`config.mk`:
```
export PLATFORM = sky130hd
export DESIGN_NAME = insn_word_decoder
export DESIGN_NICKNAME = d
export VERILOG_FILES = /design/src/rtl/insn_dec_pkg.sv /design/src/rtl/regop_table.sv /design/src/rtl/cond_check.sv /design/src/rtl/insn_word_decoder.sv
export SDC_FILE = /design/constraint.sdc
export NUM_CORES = 1
export LEC_CHECK = 0
export ABC_AREA = 1
export CAP_MARGIN = 20
export CELL_PAD_IN_SITES_DETAIL_PLACEMENT = 1
export CELL_PAD_IN_SITES_GLOBAL_PLACEMENT = 1
export CORE_MARGIN = 1.5
export CORE_UTILIZATION = 33
export DETAILED_ROUTE_END_ITERATION = 12
export GPL_TIMING_DRIVEN = 1
export PLACE_DENSITY_LB_ADDON = 0.1
export SLEW_MARGIN = 40
export SYNTH_ARGS = -nofsm -noshare
export SYNTH_HDL_FRONTEND = slang
export SYNTH_SLANG_ARGS = --single-unit
```
`constraint.sdc`:
```
create_clock -name clk -period 2.4 [get_ports clk]
set_clock_uncertainty 0.2 [all_clocks]
set_input_delay 0.48 -clock clk [delete_from_list [all_inputs] [get_ports clk]]
set_output_delay 0.48 -clock clk [all_outputs]
set_load 0.005 [all_outputs]
```
`src/rtl/insn_dec_pkg.sv`:
```
// Package: shared widths and the form encoding of the instruction decoder.
// Assumes a 16-bit instruction word and sixteen general registers.
package insn_dec_pkg;
    localparam int WORD_W  = 16;
    localparam int RIDX_W  = 4;
    localparam int IMM_W   = 8;
    localparam int OFS_W   = 10;
    localparam int OPIX_W  = 7;
    localparam int CC_W    = 4;
    localparam int LEN_W   = 3;
    localparam logic [LEN_W-1:0] LEN_SHORT = 3'd2;
    localparam logic [LEN_W-1:0] LEN_LONG  = 3'd6;

    typedef enum logic [1:0] {
        FORM_NONE = 2'd0,
        FORM_REG  = 2'd1,
        FORM_IMM  = 2'd2,
        FORM_BR   = 2'd3
    } form_t;

    typedef struct packed {
        form_t               form;
        logic [OPIX_W-1:0]   op_idx;
        logic [RIDX_W-1:0]   reg_a;
        logic [RIDX_W-1:0]   reg_b;
        logic [IMM_W-1:0]    imm8;
        logic [OFS_W-1:0]    br_ofs;
        logic                has_ext;
        logic [LEN_W-1:0]    len_bytes;
        logic                illegal;
        logic                is_nop;
        logic                is_shift;
    } dec_t;
endpackage

```
`src/rtl/regop_table.sv`:
```
// Attribute table for register-form operation indices: legality, trailing
// extension word, no-operation and shift class. Purely combinational.
// Assumes the index is the 7 bits below the form bit.
module regop_table
    import insn_dec_pkg::*;
#(
    parameter int LO_LAST   = 14,
    parameter int HI_FIRST  = 25,
    parameter int HI_LAST   = 57
) (
    input  logic [OPIX_W-1:0] idx,
    output logic              legal,
    output logic              long_fmt,
    output logic              nop,
    output logic              shift
);
    // Legal index ranges.
    always_comb begin
        legal = (int'(idx) <= LO_LAST) ||
                ((int'(idx) >= HI_FIRST) && (int'(idx) <= HI_LAST));
    end

    // Operations that carry a 32-bit word after the instruction.
    always_comb begin
        unique case (idx)
            7'h01, 7'h03, 7'h08, 7'h09, 7'h0c, 7'h0d,
            7'h1a, 7'h1b, 7'h1d, 7'h1f, 7'h20, 7'h22,
            7'h24, 7'h30, 7'h36, 7'h37, 7'h38, 7'h39: long_fmt = 1'b1;
            default:                                   long_fmt = 1'b0;
        endcase
    end

    // Class flags used by the execute stage.
    always_comb begin
        nop   = (idx == 7'h00);
        shift = (idx == 7'h27) || (idx == 7'h28) || (idx == 7'h2d);
    end
endmodule

```
`src/rtl/cond_check.sv`:
```
// Branch condition legality: codes below N_DEFINED are legal.
// Assumes a 4-bit condition field.
module cond_check
    import insn_dec_pkg::*;
#(
    parameter int N_DEFINED = 10
) (
    input  logic [CC_W-1:0] cc,
    output logic            legal
);
    // Compare the code against the count of defined conditions.
    always_comb legal = (int'(cc) < N_DEFINED);
endmodule

```
`src/rtl/insn_word_decoder.sv`:
```
// Top: splits a 16-bit instruction word by form, looks up attributes and
// registers the decoded result one cycle after the strobe.
// Assumes the fetch unit supplies one word per strobe; fields hold when idle.
module insn_word_decoder
    import insn_dec_pkg::*;
#(
    parameter int N_COND = 10
) (
    input  logic              clk,
    input  logic              rst_n,
    input  logic              in_valid,
    input  logic [WORD_W-1:0] in_word,
    output logic              out_valid,
    output logic [1:0]        form,
    output logic [OPIX_W-1:0] op_idx,
    output logic [RIDX_W-1:0] reg_a,
    output logic [RIDX_W-1:0] reg_b,
    output logic [IMM_W-1:0]  imm8,
    output logic [OFS_W-1:0]  br_ofs,
    output logic              has_ext,
    output logic [LEN_W-1:0]  len_bytes,
    output logic              illegal,
    output logic              is_nop,
    output logic              is_shift
);
    logic rop_legal, rop_long, rop_nop, rop_shift;
    logic cc_legal;
    dec_t nxt, cur;
    logic vld_q;

    regop_table u_table (
        .idx      (in_word[WORD_W-2 -: OPIX_W]),
        .legal    (rop_legal),
        .long_fmt (rop_long),
        .nop      (rop_nop),
        .shift    (rop_shift)
    );

    cond_check #(.N_DEFINED(N_COND)) u_cc (
        .cc    (in_word[WORD_W-3 -: CC_W]),
        .legal (cc_legal)
    );

    // Build the decoded record for the current word.
    always_comb begin
        nxt = '0;
        nxt.len_bytes = LEN_SHORT;
        if (!in_word[WORD_W-1]) begin
            nxt.form     = FORM_REG;
            nxt.op_idx   = in_word[WORD_W-2 -: OPIX_W];
            nxt.reg_a    = in_word[2*RIDX_W-1 -: RIDX_W];
            nxt.reg_b    = in_word[RIDX_W-1:0];
            nxt.illegal  = !rop_legal;
            nxt.has_ext  = rop_legal && rop_long;
            nxt.is_nop   = rop_nop;
            nxt.is_shift = rop_shift;
            if (rop_legal && rop_long) nxt.len_bytes = LEN_LONG;
        end else if (!in_word[WORD_W-2]) begin
            nxt.form   = FORM_IMM;
            nxt.op_idx = OPIX_W'(in_word[WORD_W-3 -: 2]);
            nxt.reg_a  = in_word[IMM_W+RIDX_W-1 -: RIDX_W];
            nxt.imm8   = in_word[IMM_W-1:0];
        end else begin
            nxt.form    = FORM_BR;
            nxt.op_idx  = OPIX_W'(in_word[WORD_W-3 -: CC_W]);
            nxt.br_ofs  = in_word[OFS_W-1:0];
            nxt.illegal = !cc_legal;
        end
    end

    // Register the record on a strobe; clear the illegal flag when idle.
    always_ff @(posedge clk) begin
        if (!rst_n) begin
            cur   <= '0;
            vld_q <= 1'b0;
        end else begin
            vld_q <= in_valid;
            if (in_valid) cur <= nxt;
            else          cur.illegal <= 1'b0;
        end
    end

    assign out_valid = vld_q;
    assign form      = cur.form;
    assign op_idx    = cur.op_idx;
    assign reg_a     = cur.reg_a;
    assign reg_b     = cur.reg_b;
    assign imm8      = cur.imm8;
    assign br_ofs    = cur.br_ofs;
    assign has_ext   = cur.has_ext;
    assign len_bytes = cur.len_bytes;
    assign illegal   = cur.illegal;
    assign is_nop    = cur.is_nop;
    assign is_shift  = cur.is_shift;
endmodule

```
==> Yosys cells after proc, flatten, opt, wreduce, memory -nomap -nowiden <==
Memories as Yosys holds them, arrays and structs flattened.
Index checks and enable logic that the tools add are counted.
{ "totals": {"ff_bits": 43, "word_cells": 42, "in_bits": 19, "mem_count": 1, "mem_bits_ro": 64, "out_inout_bits": 43} }
{ "classes": {"mux": 13, "reduce_logical": 9, "n_eq_ne": 3, "magnitude_cmp": 4} }
{ "memory_table": {"columns": ["name", "words", "width", "read_ports", "rd_ports_with_merged_regs", "write_ports", "line", "text"], "rows": [
  ["(no name shown)", 64, 1, 1, 0, 0, "regop_table.sv:25", "unique case (idx)"]
]} }
{ "ops": {"columns": ["cell", "n"], "rows": [
  ["== test 7 x 6 -> 1 bit, second input constant", 3],
  ["2-to-1 mux 18 bit", 1],
  ["2-to-1 mux 8 bit", 2],
  ["2-to-1 mux 13 bit", 1],
  ["2-to-1 mux 4 bit", 3],
  ["2-to-1 mux 10 bit", 1],
  ["greater-or-equal comparator 7 x 5 -> 1 bit, second input constant", 1],
  ["less-or-equal comparator 7 x 4 -> 1 bit, second input constant", 1],
  ["less-or-equal comparator 7 x 6 -> 1 bit, second input constant", 1],
  ["zero test 7 bit", 1],
  ["< comparator 4 bit, second input constant", 1],
  ["logical OR 1 bit", 3],
  ["2-to-1 mux 1 bit", 3],
  ["2-to-1 mux 3 bit", 1],
  ["logical AND 1 bit", 2],
  ["zero test 1 bit", 2],
  ["2-to-1 mux 2 bit", 1],
  ["AND reduction 2 bit", 1]
]} }

==> Depth between registers and ports, before layout <==
{ "logic_depth": {"ltp_word": 6, "depth_mapped": 9, "ltp_nobuf": 8} }

==> Hierarchy <==
From an unflattened synthesis, not the netlist that was laid out.
{ "unflattened": {"cells_unflattened": 246, "area_unflattened_um2": 1717.9} }
{ "modules_own_cells": {"columns": ["mod", "seq_area_each_um2", "n_inst", "cells_each", "area_each_um2"], "rows": [
  ["insn_word_decoder", 820.8, 1, 201, 1512.7],
  ["regop_table", 0.0, 1, 44, 200.2],
  ["cond_check", 0.0, 1, 1, 5.0]
]} }

==> Worst setup path after synthesis <==
No wires, ideal clock.
{ "synth_timing": {"kind": "input-to-reg", "startpoint": "input rst_n", "endpoint": "register cur, in the netlist br_ofs[7]", "t_arrival_ps": 1171, "path_slack_ps": 945, "cell_stages": 6, "n_path_buf": 2, "required_time_ps": 2116, "setup_time_ps": 84, "path_cell_list": "buf_2 -> inv_1 -> nor2_4 -> buf_2 -> nand2_1 -> o31ai_2"} }
{ "synth_rtl": {"columns": ["element", "line", "text"], "rows": [
  ["start, declared", "insn_word_decoder.sv:10", "input logic rst_n,"],
  ["end signal, assigned", "insn_word_decoder.sv:78", "if (in_valid) cur <= nxt;"],
  ["end, declared", "insn_word_decoder.sv:28", "dec_t nxt, cur;"]
]} }

==> Final worst setup path <==
{ "layout_timing": {"startpoint": "register cur, in the netlist op_idx[0]", "endpoint": "output op_idx[0]"} }
{ "layout_rtl": {"columns": ["element", "line", "text"], "rows": [
  ["end, declared", "insn_word_decoder.sv:15", "output logic [OPIX_W-1:0] op_idx,"]
]} }
No word-level cell between the ends.

==> impl_summary.log <==
INFO  metric run_status = completed
INFO  metric synth.net_count = 237
INFO  metric clockRootBuffer = sky130_fd_sc_hd__clkbuf_8
INFO  metric hold_violations = 0
INFO  metric syn2layout_area_growth = 45.1%
INFO  metric r2r_cells = 4
INFO  metric number_of_vias_per_cell_after_detailed_routing = 4.75
INFO  metric synth_cells = 218
INFO  metric postCtsResizedCells = 0
INFO  metric cp_cell_sequence = clkdlybuf4s50_1
INFO  metric grt_start_max_net_pins = 19
INFO  metric i_o_buffers = 60
INFO  metric cts_tree = built
INFO  metric fin_util = 49.3%
INFO  metric yosysUniqueCellTypes = 29
INFO  metric dr_pass1_iterations = 5
INFO  metric cts_hold_buffers = 0
INFO  metric post-route-min-period = 1850 ps
INFO  metric synth_seq_area_share = 47.6%
INFO  metric power.density = 604 mW/mm^2
INFO  metric fmax = 541 MHz
INFO  metric clk_latency = 290 ps
INFO  metric timing.critical_path.slowest_stage_cell = sky130_fd_sc_hd__clkdlybuf4s50_1
INFO  metric syn-cell-area = 0.00172 sq mm
INFO  metric yosys-top-cells-area = sky130_fd_sc_hd__dfxtp_1 48%, sky130_fd_sc_hd__nand2_1 15%, sky130_fd_sc_hd__o21ai_0 7.0%
INFO  metric dr_drc_count = 0
INFO  metric drt.antenna.violating_nets = 0
INFO  metric path_depth = 1
INFO  metric die_w = 75.3 um
INFO  metric cts_post_setup_buffers_inserted = 0
INFO  metric final_max_slew_viol_count = 0
INFO  metric drt_iter0_markers = 38
INFO  metric die_height = 75.3 um
INFO  metric total_power = 1510 uW
INFO  metric synth-edff-count = 0
INFO  metric place_area = 0.00238 sq mm
INFO  metric crit_arrival = 1170 ps
INFO  metric post-route-worst-setup-slack = 552 ps
INFO  metric post_route_clock_period_utilization = 77.0%
INFO  metric max_stage_delay = 520 ps
INFO  metric io_pins = 62
INFO  metric gr-total-overflow = 0
INFO  metric post_synth.cell_area_avg = 7.90 sq um
INFO  metric synth.ff_latch_count = 41
INFO  metric yosys_warnings = 0
INFO  metric crit_fanout = 2
INFO  metric startpoint_type = register
INFO  metric grt_first_pass_wirelength = 8.37 mm
INFO  metric setup-tns-final = 0 ps
INFO  metric h-tree-depth = 2
INFO  metric detail_route.wirelength = 5.01 mm
INFO  metric worst_setup_path_end_kind = output pin
INFO  metric setup_repair_after_global_routing_missed_its_margin = false
INFO  metric critical_path_class = register to output pin
INFO  metric whs_path_depth = 2
INFO  metric initial_core_util = 33.9%
INFO  metric cp_top_family = buffers and inverters
INFO  metric ctsLongestPathBuffers = 2
INFO  metric die_area = 0.00566 sq mm
INFO  metric ys_dominant_reg_cell = sky130_fd_sc_hd__dfxtp_1
INFO  metric synth_top_area_share = 47.6%
INFO  metric placed_wire_length_estimate = 3.85 mm
INFO  metric placeableCoreArea = 0.00507 sq mm
INFO  metric antenna_cells_inserted = 0
INFO  metric timing.critical_path.buf_inv = 1
INFO  metric fraction_of_layout_cells_with_a_size_suffix_above_1 = 10.3%
INFO  metric fillCellCount = 641
INFO  metric synth_top_cell_by_area = sky130_fd_sc_hd__dfxtp_1
INFO  metric cp.required = 1720 ps
INFO  metric yosys.cell_count.top_type = sky130_fd_sc_hd__nand2_1
INFO  metric grt.total_usage = 19.6%
INFO  metric clkTransAtPathRegs = 80 ps
INFO  metric detail_route.wl_per_cell = 14.3 um
INFO  metric grt_pass1_vias = 1,729
INFO  metric placementRows = 26
INFO  metric dr_total_vias = 1,669
INFO  metric finalWeightedCongestion = 0.817
INFO  metric vdd.ir_drop.worst = 0.000272 V
INFO  metric placement.setup.worst_slack = 254 ps
INFO  metric cts_made_buffers = 5
INFO  metric initial_antenna_violation_count = 0
INFO  metric num-nets-final = 299
INFO  metric netlist_top_cells_count = 68 x sky130_fd_sc_hd__nand2_1, 41 x sky130_fd_sc_hd__dfxtp_1, 24 x sky130_fd_sc_hd__o21ai_0
INFO  metric tritoncts_num_sinks = 41
INFO  metric cap_viol_max_count = 0
INFO  metric hold_path_class = register to register
INFO  metric finalSetupViolations = 0
INFO  metric synth_async_sr_flop_share = 0%
INFO  metric power.leakage = 0.000993 uW
INFO  metric layout.cell_area.non_filler = 0.00250 sq mm
sequential cells by signal (all words and copies together), names as in the netlist:
name       cells
len_bytes      2
is_nop         1
form           2
reg_a          4
imm8           8
op_idx         7
is_shift       1
out_valid      1
br_ofs        10
reg_b          4
illegal        1
layout by cell type, fill, tap and decap left out:
cell type | Yosys | routed
sky130_fd_sc_hd__a21oi_1 | 13 | 13
sky130_fd_sc_hd__a21oi_2 | 1 | 1
sky130_fd_sc_hd__a31oi_1 | 3 | 3
sky130_fd_sc_hd__a31oi_2 | 1 | 1
sky130_fd_sc_hd__a32o_1 | 4 | 4
sky130_fd_sc_hd__a32oi_1 | 1 | 1
sky130_fd_sc_hd__buf_4 | 2 | 6
sky130_fd_sc_hd__bufinv_16 | 0 | 1
sky130_fd_sc_hd__clkbuf_1 | 0 | 1
sky130_fd_sc_hd__clkbuf_8 | 0 | 6
sky130_fd_sc_hd__clkdlybuf4s50_1 | 0 | 60
sky130_fd_sc_hd__clkinv_2 | 2 | 2
sky130_fd_sc_hd__conb_1 | 1 | 1
sky130_fd_sc_hd__dfxtp_1 | 41 | 41
sky130_fd_sc_hd__inv_1 | 11 | 11
sky130_fd_sc_hd__inv_2 | 1 | 1
sky130_fd_sc_hd__inv_4 | 1 | 1
sky130_fd_sc_hd__inv_6 | 1 | 1
sky130_fd_sc_hd__nand2_1 | 68 | 68
sky130_fd_sc_hd__nand2_2 | 1 | 1
sky130_fd_sc_hd__nand2_4 | 2 | 2
sky130_fd_sc_hd__nand3_1 | 5 | 5
sky130_fd_sc_hd__nand3_2 | 1 | 1
sky130_fd_sc_hd__nand4_1 | 2 | 2
sky130_fd_sc_hd__nor2_1 | 12 | 12
sky130_fd_sc_hd__nor2_4 | 2 | 2
sky130_fd_sc_hd__nor2_8 | 2 | 2
sky130_fd_sc_hd__nor3_1 | 1 | 1
sky130_fd_sc_hd__o21ai_0 | 24 | 24
sky130_fd_sc_hd__o21ai_1 | 5 | 5
sky130_fd_sc_hd__o31ai_2 | 1 | 1
cell type report:
cell class	instances	area, sq um	share of cell area (%)
Timing Repair Buffer	66	646	25.8
Clock buffer	7	86.3	3.45
Sequential cell	41	821	32.8
Inverter	16	70.1	2.80
Multi-Input combinational cell	150	759	30.4
Clock inverter	1	30.0	1.20
Tap cell	70	87.6	3.50
cell families after synthesis:
family	Yosys count	synth area share [%]
compound gates	53	18.1
buf+inv	27	8.28
flops	41	47.6
other cells	1	0.218
simple gates	96	25.8
report_power, final:
part | internal (uW) | switching (uW)
combinational | 105 | 113
clock | 339 | 232
sequential | 706 | 14.0
layer usage:
layer	wire, um	track usage, %
met5	0	0
met4	51	6.75
met3	168	2.81
met2	2570	34.0
met1	2220	25.0
metrics by stage:
stage	hold WS, ps	cells
3_5_place_dp	247	343
2_1_floorplan	239	218
5_1_grt	298	351
3_3_place_gp	234	343
4_1_cts	261	351
6_report	256	351
final timing paths:
kind             start         to  slack, ps
max          op_idx[0]  op_idx[0]        550
max reg2reg   reg_a[3]   reg_a[3]       1450
min          br_ofs[1]  br_ofs[1]        260
min reg2reg  br_ofs[1]  br_ofs[1]        260
worst min-delay path, delay by kind of cell, from the launching register on:
kind               cells  cell delay [ps]
DFF                    1              310
and+or+nand+nor        1               50
AOI/OAI and AO/OA      1               50
Power figures use the tool's default switching activity.
